[config.mk]
export PLATFORM = sky130hd
export DESIGN_NAME = serial_gain_bank
export DESIGN_NICKNAME = d
export VERILOG_FILES = /design/src/rtl/sgb_pkg.sv /design/src/rtl/sgb_sync.sv /design/src/rtl/sgb_word_rx.sv /design/src/rtl/sgb_chan_bank.sv /design/src/rtl/serial_gain_bank.sv
export SDC_FILE = /design/constraint.sdc
export NUM_CORES = 1
export LEC_CHECK = 0
export CAP_MARGIN = 10
export CORE_MARGIN = 5
export CORE_UTILIZATION = 45
export CTS_BUF_LIST = sky130_fd_sc_hd__clkbuf_8 sky130_fd_sc_hd__clkbuf_16
export DETAILED_ROUTE_END_ITERATION = 7
export PLACE_DENSITY = 0.89
export SYNTH_ARGS = -nofsm -noshare
export SYNTH_HDL_FRONTEND = slang
export SYNTH_SLANG_ARGS = --single-unit
[constraint.sdc]
create_clock -name clk -period 1.5 [get_ports clk]
set_input_delay 0.225 -clock clk [delete_from_list [all_inputs] [get_ports clk]]
set_output_delay 0.225 -clock clk [all_outputs]
set_load 0.005 [all_outputs]
[src/rtl/sgb_pkg.sv]
package sgb_pkg;
    localparam int ADDR_W  = 3;
    localparam int CODE_W  = 4;
    localparam int WORD_W  = 1 + ADDR_W + CODE_W;
    localparam int NUM_CH  = 1 << ADDR_W;
    localparam int SYNC_ST = 2;

    typedef logic [CODE_W-1:0]        gain_code_t;
    typedef logic signed [CODE_W-1:0] step_t;

    localparam gain_code_t PWR_CODE = '0;
    localparam gain_code_t MID_CODE = gain_code_t'(1 << (CODE_W - 1));

    // Decoded control word: enable bit on top, channel, then gain code.
    typedef struct packed {
        logic                  en;
        logic [ADDR_W-1:0]     ch;
        gain_code_t            code;
    } ctrl_word_t;

    function automatic logic is_pwr(input gain_code_t c);
        return c == PWR_CODE;
    endfunction

    // Offset-binary to two's complement: code - midpoint, zero in powersave.
    function automatic step_t code_to_step(input gain_code_t c);
        if (is_pwr(c))
            return '0;
        return step_t'(c ^ MID_CODE);
    endfunction
endpackage

[src/rtl/sgb_sync.sv]
module sgb_sync #(
    parameter int          N       = 3,
    parameter int          STAGES  = 2,
    parameter logic [N-1:0] RST_VAL = '0
) (
    input  logic         clk,
    input  logic         rst,
    input  logic [N-1:0] d_i,
    output logic [N-1:0] q_o
);
    for (genvar b = 0; b < N; b++) begin : g_bit
        logic [STAGES-1:0] chain;
        always_ff @(posedge clk) begin
            if (rst)
                chain <= {STAGES{RST_VAL[b]}};
            else
                chain <= {chain[STAGES-2:0], d_i[b]};
        end
        assign q_o[b] = chain[STAGES-1];
    end
endmodule

[src/rtl/sgb_word_rx.sv]
module sgb_word_rx #(
    parameter int WORD_W = 8
) (
    input  logic              clk,
    input  logic              rst,
    input  logic              sclk_lvl_i,
    input  logic              sdat_lvl_i,
    input  logic              latch_lvl_i,
    output logic              frame_ok_o,
    output logic [WORD_W-1:0] word_o
);
    localparam int CNT_W   = $clog2(WORD_W + 2);
    localparam logic [CNT_W-1:0] CNT_FULL = CNT_W'(WORD_W);
    localparam logic [CNT_W-1:0] CNT_OVER = CNT_W'(WORD_W + 1);

    logic              sclk_prev, latch_prev;
    logic              sclk_rise, latch_fall;
    logic [WORD_W-1:0] shreg;
    logic [CNT_W-1:0]  cnt;

    assign sclk_rise  = sclk_lvl_i & ~sclk_prev;
    assign latch_fall = ~latch_lvl_i & latch_prev;

    always_ff @(posedge clk) begin
        if (rst) begin
            sclk_prev  <= 1'b0;
            latch_prev <= 1'b1;
            shreg      <= '0;
            cnt        <= '0;
        end else begin
            sclk_prev  <= sclk_lvl_i;
            latch_prev <= latch_lvl_i;
            if (latch_fall) begin
                cnt <= '0;
            end else if (sclk_rise) begin
                shreg <= {shreg[WORD_W-2:0], sdat_lvl_i};
                if (cnt != CNT_OVER)
                    cnt <= cnt + 1'b1;
            end
        end
    end

    assign frame_ok_o = latch_fall && (cnt == CNT_FULL);
    assign word_o     = shreg;
endmodule

[src/rtl/sgb_chan_bank.sv]
module sgb_chan_bank
    import sgb_pkg::*;
#(
    parameter int N_CH  = NUM_CH,
    parameter int A_W   = ADDR_W,
    parameter int C_W   = CODE_W
) (
    input  logic             clk,
    input  logic             rst,
    input  logic             wr_en_i,
    input  logic [A_W-1:0]   wr_ch_i,
    input  logic [C_W-1:0]   wr_code_i,
    output logic [N_CH*C_W-1:0] code_o,
    output logic [N_CH-1:0]  pwr_o,
    output logic [N_CH*C_W-1:0] step_o,
    output logic             upd_o,
    output logic [A_W-1:0]   upd_ch_o
);
    for (genvar i = 0; i < N_CH; i++) begin : g_ch
        gain_code_t code_q;
        always_ff @(posedge clk) begin
            if (rst)
                code_q <= PWR_CODE;
            else if (wr_en_i && (wr_ch_i == A_W'(i)))
                code_q <= wr_code_i;
        end
        assign code_o[i*C_W +: C_W] = code_q;
        assign pwr_o[i]             = is_pwr(code_q);
        assign step_o[i*C_W +: C_W] = code_to_step(code_q);
    end

    always_ff @(posedge clk) begin
        if (rst) begin
            upd_o    <= 1'b0;
            upd_ch_o <= '0;
        end else begin
            upd_o <= wr_en_i;
            if (wr_en_i)
                upd_ch_o <= wr_ch_i;
        end
    end
endmodule

[src/rtl/serial_gain_bank.sv]
module serial_gain_bank
    import sgb_pkg::*;
(
    input  logic                     clk,
    input  logic                     rst,
    input  logic                     ser_clk_i,
    input  logic                     ser_dat_i,
    input  logic                     latch_n_i,
    output logic [NUM_CH*CODE_W-1:0] gain_code_o,
    output logic [NUM_CH-1:0]        pwr_save_o,
    output logic [NUM_CH*CODE_W-1:0] step_o,
    output logic                     upd_o,
    output logic [ADDR_W-1:0]        upd_ch_o
);
    // Sync vector order: {latch_n, data, clock}; strobe idles high.
    logic [2:0]        sync_q;
    logic              frame_ok;
    logic [WORD_W-1:0] raw_word;
    ctrl_word_t        word;
    logic              accept;

    sgb_sync #(.N(3), .STAGES(SYNC_ST), .RST_VAL(3'b100)) sync_i (
        .clk (clk),
        .rst (rst),
        .d_i ({latch_n_i, ser_dat_i, ser_clk_i}),
        .q_o (sync_q)
    );

    sgb_word_rx #(.WORD_W(WORD_W)) rx_i (
        .clk         (clk),
        .rst         (rst),
        .sclk_lvl_i  (sync_q[0]),
        .sdat_lvl_i  (sync_q[1]),
        .latch_lvl_i (sync_q[2]),
        .frame_ok_o  (frame_ok),
        .word_o      (raw_word)
    );

    assign word   = ctrl_word_t'(raw_word);
    assign accept = frame_ok && word.en;

    sgb_chan_bank #(.N_CH(NUM_CH), .A_W(ADDR_W), .C_W(CODE_W)) bank_i (
        .clk       (clk),
        .rst       (rst),
        .wr_en_i   (accept),
        .wr_ch_i   (word.ch),
        .wr_code_i (word.code),
        .code_o    (gain_code_o),
        .pwr_o     (pwr_save_o),
        .step_o    (step_o),
        .upd_o     (upd_o),
        .upd_ch_o  (upd_ch_o)
    );
endmodule

==> results of run 1 <==
## worst max-delay path: stages, from the launching register on
cell and delay, ps:
dfxtp_2 350, nor4_4 270, nor2_1 60, dlygate4sd2_1 260
## logic make-up after synthesis
family                   Yosys count
AO/OA/AOI/OAI                     30
multiplexers                      32
buffers and inverters             37
adder cells (fa/ha/maj)            3
flip-flops                        56
AND/OR/NAND/NOR                  101
## routing by layer
| metal | part of all wire, % | GRT usage, % | vias up | wire, um |
|---|---|---|---|---|
| met5 | 0 | 0 | - | 0 |
| met1 | 40 | 21.8 | 1040 | 2660 |
| li1 | - | - | 1051 | - |
| met2 | 53 | 34.6 | 73 | 3550 |
| met4 | 1.7 | 6.05 | 0 | 110 |
| met3 | 4.8 | 4.77 | 13 | 319 |
## synthesized netlist by cell type (2+ instances only)
| cell | n | area share (%) |
|---|---|---|
| nand3_1 | 11 | 2.3 |
| a21oi_1 | 15 | 3.2 |
| nand4_2 | 2 | 1.1 |
| nand3_4 | 5 | 3.7 |
| dfxtp_1 | 56 | 47 |
| o21ai_0 | 15 | 3.2 |
| ha_1 | 3 | 1.6 |
| nor4_1 | 8 | 2.1 |
| nand4_1 | 2 | 0.53 |
| inv_1 | 3 | 0.47 |
| clkbuf_1 | 32 | 5.0 |
| and2b_1 | 2 | 0.63 |
| nor2b_1 | 7 | 1.8 |
| nand2_1 | 39 | 6.1 |
| nor2_1 | 9 | 1.4 |
| or2_2 | 3 | 0.79 |
| mux2i_1 | 32 | 13 |
| nand2b_1 | 2 | 0.53 |
## registers in the layout (all words and copies together), names as in the netlist
name / count
bank_i.upd_ch_o: 3
sync_i.g_bit.chain: 6
rx_i.latch_prev: 1
rx_i.cnt: 4
rx_i.word_o: 8
bank_i.upd_o: 1
rx_i.sclk_prev: 1
bank_i.g_ch.code_q: 32
## through the flow
stage,total power [uW],worst slack (ps),area (sq um)
after floorplan,1580,138,2380
after global placement,1610,48.2,3370
after detailed placement,1610,-13.4,3370
after CTS,2550,1.61,3560
after global routing,2620,-41.4,3680
final,2530,32.5,3680
## layout make-up
| type | instances | area share, % |
|---|---|---|
| multi-input cells | 166 | 33.7 |
| flip-flops and latches | 56 | 31.9 |
| repair buffers | 118 | 28.7 |
| well taps | 70 | 2.38 |
| clock buffers | 5 | 1.87 |
| clock inverters | 3 | 1.05 |
| inverters | 4 | 0.408 |
## how the worst max path moves through the flow
stage / endpoint / slack [ps] / depth (start not counted)
final: step_o[11] / 30 / 3
after floorplan: bank_i.g_ch[7].code_q[0] / 140 / 5
after global routing: step_o[11] / -40 / 3
after global placement: pwr_save_o[3] / 50 / 2
after CTS: bank_i.g_ch[7].code_q[0] / 2 / 5
after detailed placement: pwr_save_o[4] / -10 / 2
## repair_timing
| item | 4_1_cts | 5_1_grt |
|---|---|---|
| endpoints found under the setup margin | 41 | 57 |
| pin swaps | 8 | 8 |
| buffers inserted | 2 | 5 |
| resized for setup | 80 | 49 |
| gates cloned | 0 | 0 |
| hold buffers | 0 | 0 |
| endpoints found under the hold margin | 0 | 0 |
## power by group through the flow
| stage | clock, uW | sequential [uW] | combinational (uW) |
|---|---|---|---|
| 3_3_place_gp | 0 | 1540 | 76.3 |
| 3_5_place_dp | 0 | 1540 | 78.9 |
| 6_report | 956 | 1490 | 79.5 |
| 2_1_floorplan | 0 | 1530 | 44.5 |
| 5_1_grt | 1040 | 1490 | 88.3 |
| 4_1_cts | 973 | 1500 | 78.9 |
==> impl_metrics.py, run 1 <==
metrics = {
    "status": {
        "outcome": "finished clean",
    },
    "hold_path": {
        "hp-class": "flip-flop to flip-flop",
        "hold_end": "sync_i.g_bit[2].chain[1]",
        "min_from": "sync_i.g_bit[2].chain[0]",
        "min_path_cells": 1,
    },
    "clock_network": {
        "cts_tree": "yes",
        "h-tree-depth": 2,
        "cts_buffer_depth": 2,
        "clockRootBuffer": "clkbuf_8",
        "clk_latency_ps": 310,
        "cts_buffers": 5,
        "path_clk_slew_ps": 100,
        "cts.sinks": 56,
    },
    "timing": {
        "fin_tns_setup_ps": 0,
        "whs_ps": 421,
        "fmax_ghz": 0.681,
        "finalHoldViolCount": 0,
        "relSlewSlack_pct": 71.7,
        "rsz0062_at_grt": "yes",
        "post-route-period-util_pct": 97.8,
        "worst_slew_pin_slew_ps": 423,
        "min_period_ps": 1470,
        "drv_slew": 0,
        "setup_viol": 0,
        "fin_skew_ps": 9.51,
    },
    "floorplan": {
        "initial_core_util_pct": 46.3,
        "die_area_sq_um": 6850,
        "core_area_sq_um": 5140,
        "die_w_um": 82.7,
        "fp.dieH_um": 82.7,
        "core.rowCount": 26,
        "ios": 81,
    },
    "route": {
        "drtPass1Iterations": 4,
        "drt-vias-per-instance": 5.16,
        "route.detailed.drc": 0,
        "vias": 2177,
        "drtIter0Drc": 116,
        "drt_wl_total_mm": 6.64,
        "wl_per_cell_um": 15.7,
        "antenna_left": 0,
    },
    "global_routing": {
        "track_usage_pct": 19.1,
        "grt_pass1_vias": 2120,
        "grt_overflow": 0,
        "grt_pass1_wl_mm": 9.96,
        "grt_max_degree": 21,
        "grt_antenna_before_repair": 0,
    },
    "layout": {
        "areaGrowthSynthToFinish_pct": 54.7,
        "utilization_pct": 71.6,
        "multiInputGateArea_sq_um": 1240,
        "drive_gt1_share_pct": 32.1,
        "diodes": 0,
        "seqCellArea_sq_um": 1170,
        "fillers": 391,
        "layout_commonest_cell": "nand2_1",
        "nets": 359,
        "final_cells": 422,
        "most-common-layout-cells": "nand2_1, buf_4, mux2i_1",
    },
    "pwr": {
        "p_sw_share_pct": 20.5,
        "p_int_uw": 2010,
        "combPwrFrac_pct": 3.1,
        "p_leak_uw": 0.00195,
        "cellPowerDensity_nw_per_um2": 687,
        "peakVddDrop_mv": 0.587,
        "seqPwrFrac_pct": 59.0,
        "netSwitchingPower_uw": 519,
        "pwr-share-clk_pct": 37.8,
    },
    "setup_path": {
        "regToRegSetupSlack_ps": 40,
        "startpoint_type": "flip-flop",
        "cp-end-kind": "primary output",
        "required_ps": 1270,
        "arrival_ps": 1240,
        "reg2reg_to": "bank_i.g_ch[2].code_q[2]",
        "path_max_fanout": 2,
        "r2r_cells": 6,
        "worstSetupPathType": "flip-flop to primary output",
        "crit_start": "bank_i.g_ch[2].code_q[1]",
        "reg2reg_from": "rx_i.cnt[0]",
    },
    "synth": {
        "synth_seq_cells": 56,
        "yosys.area_share.simple_pct": 25.3,
        "synth_top_family_by_area": "simple AND/OR/NAND/NOR gates",
        "synthMuxAreaShare_pct": 13.5,
        "netlist_instances": 259,
        "synth_compound_area_share_pct": 6.31,
        "netlist_area_sq_um": 2380,
        "synth_warnings": 0,
        "synth.distinct_cells": 31,
        "synth_fa_ha_area_share_pct": 1.58,
        "yosys_most_used_dff": "dfxtp_1",
        "synth_nets": 267,
        "synth_async_sr_flop_share_pct": 0,
        "synth-xor-area-share_pct": 0,
        "synth_edf_count": 0,
        "postSynthAreaPerCell_sq_um": 9.19,
        "ys_seq_area_share_pct": 47.1,
    },
    "place": {
        "dp_cells": 408,
        "hpwlAfterDp_mm": 4.62,
        "gp_congestion": 0.758,
        "port-buffer-count": 80,
    },
    "flow_run": {
        "cap_viol_max_count": 0,
    },
}
Power figures use the tool's default switching activity.
==> run 2: changes to the inputs <==
--- a/config.mk
+++ b/config.mk
@@ -14,3 +14,4 @@
 export SYNTH_ARGS = -nofsm -noshare
 export SYNTH_HDL_FRONTEND = slang
 export SYNTH_SLANG_ARGS = --single-unit
+export TNS_END_PERCENT = 5
==> run 2 against run 1 <==
Compared with the run above:
- setup slack got worse by 200 ps
- maximum frequency down 12%
- final cell count shrank 1.2%
- first-iteration DRC count grew 15%
- register-to-register slack about the same
- the run now ends with setup timing left
==> impl_metrics.py, run 2 (synthesized netlist as in run 1, its figures left out) <==
metrics = {
    "status": {
        "outcome": "finished with violations",
        "violations": "setup timing",
    },
    "clock_network": {
        "clk_latency_ps": 310,
        "cts_buffer_depth": 2,
        "clockRootBuffer": "clkbuf_8",
        "path_clk_slew_ps": 100,
        "cts_tree": "yes",
        "cts.sinks": 56,
        "h-tree-depth": 2,
        "cts_buffers": 5,
    },
    "floorplan": {
        "fp.dieH_um": 82.7,
        "die_area_sq_um": 6850,
        "core_area_sq_um": 5140,
        "ios": 81,
        "core.rowCount": 26,
        "die_w_um": 82.7,
        "initial_core_util_pct": 46.3,
    },
    "timing": {
        "finalHoldViolCount": 0,
        "min_period_ps": 1670,
        "worst_slew_pin_slew_ps": 445,
        "fin_skew_ps": 8.70,
        "relSlewSlack_pct": 70.3,
        "fmax_ghz": 0.600,
        "post-route-period-util_pct": 111,
        "rsz0062_at_grt": "yes",
        "fin_ws_ps": -168,
        "drv_slew": 0,
        "setup_viol": 5,
    },
    "route": {
        "drt-vias-per-instance": 5.14,
        "wl_per_cell_um": 15.5,
        "route.detailed.drc": 0,
        "drtIter0Drc": 133,
        "drtPass1Iterations": 5,
        "drt_wl_total_mm": 6.45,
        "vias": 2144,
        "antenna_left": 0,
    },
    "pwr": {
        "pwr-share-clk_pct": 38.1,
        "peakVddDrop_mv": 0.606,
        "p_sw_share_pct": 21.0,
        "seqPwrFrac_pct": 58.7,
        "combPwrFrac_pct": 3.1,
        "p_total_uw": 2550,
        "p_int_uw": 2010,
        "p_leak_uw": 0.00206,
        "netSwitchingPower_uw": 533,
        "cellPowerDensity_nw_per_um2": 695,
    },
    "layout": {
        "final_cells": 417,
        "nets": 354,
        "diodes": 0,
        "utilization_pct": 71.3,
        "final_area_sq_um": 3660,
        "layout_commonest_cell": "nand2_1",
        "drive_gt1_share_pct": 28.5,
        "areaGrowthSynthToFinish_pct": 53.8,
        "regMostFlops": "bank_i.g_ch.code_q",
        "largest_reg_flops": 32,
        "most-common-layout-cells": "nand2_1, buf_4, mux2i_1",
    },
    "setup_path": {
        "arrival_ps": 1440,
        "worstSetupPathType": "flip-flop to primary output",
        "required_ps": 1270,
        "crit_path_max_incr_delay_ps": 440,
        "cp-end-kind": "primary output",
        "cp_top_family": "buffers and inverters",
        "path_cells": "nor4_2, nor2_1, clkdlybuf4s50_1",
        "cp_slowest_cell": "clkdlybuf4s50_1",
        "path_max_fanout": 2,
        "startpoint_type": "flip-flop",
        "cp.buffers_inverters": 1,
    },
    "place": {
        "dp_slack_ps": -13.4,
        "gp_congestion": 0.758,
        "port-buffer-count": 80,
        "hpwlAfterDp_mm": 4.62,
        "dp_cells": 408,
        "placed_area_sq_um": 3370,
    },
    "global_routing": {
        "grt_pass1_vias": 2126,
        "grt_pass1_wl_mm": 9.98,
        "grt_antenna_before_repair": 0,
        "track_usage_pct": 19.1,
        "busiest_layer": "met2",
        "grt_util_met2_pct": 34.6,
        "grt_max_degree": 21,
        "grt_use_met1_pct": 22.0,
        "use_met3_pct": 4.77,
        "grt_overflow": 0,
    },
    "hold_path": {
        "hp-class": "flip-flop to flip-flop",
    },
    "flow_run": {
        "cap_viol_max_count": 0,
    },
}
-- run 2: final cells by class --
type	count	area, sq um
clock buffer	5	68.8
timing repair buffer	113	1080
sequential	56	1170
tap	70	87.6
inverter	4	15.0
multi-input combinational	166	1200
clock inverter	3	38.8
fill	401	1480
-- run 2: repair_timing --
item,in CTS,in global routing
hold buffers,0,0
endpoints found under the setup margin,41,70
resized for setup,57,46
setup buffers,0,1
pin swaps,5,2
hold endpoints to repair,0,0
-- run 2: per-stage QoR --
stage / setup TNS, ps / hold slack [ps]
after floorplan: 0 / 329
after global placement: 0 / 402
after detailed placement: -13.4 / 401
after CTS: -811 / 424
after global routing: -868 / 433
final: -324 / 421
-- run 2: path summary, 6_finish.rpt --
check                           start  depth (start not counted)  slack (ps)                  endpoint
min reg2reg  sync_i.g_bit[2].chain[0]                          1         420  sync_i.g_bit[2].chain[1]
max reg2reg               rx_i.cnt[1]                          5          50               rx_i.cnt[2]
max          bank_i.g_ch[2].code_q[3]                          3        -170                step_o[11]
min          sync_i.g_bit[2].chain[0]                          1         420  sync_i.g_bit[2].chain[1]
-- run 2: worst reg2reg max path: cells and delay by family, from the launching register on --
kind | cells | cell delay [ps]
and+or+nand+nor | 2 | 600
buffers and inverters | 1 | 60
adders and majority gates | 1 | 200
DFF | 1 | 360
AOI/OAI and AO/OA | 1 | 150
-- run 2: per-layer routing --
metal | up-vias | part of all wire (%)
met5 | - | 0
met1 | 1026 | 41
met3 | 9 | 4.6
met2 | 67 | 53
li1 | 1042 | -
met4 | 0 | 1.2
-- run 2: power by group through the flow --
stage	Sequential [uW]	Clock (uW)	Combinational [uW]
floorplan	1530	0	44.5
global placement	1540	0	76.3
detailed placement	1540	0	78.9
CTS	1500	973	78.9
global route	1500	1040	88.2
finish	1490	970	80.1
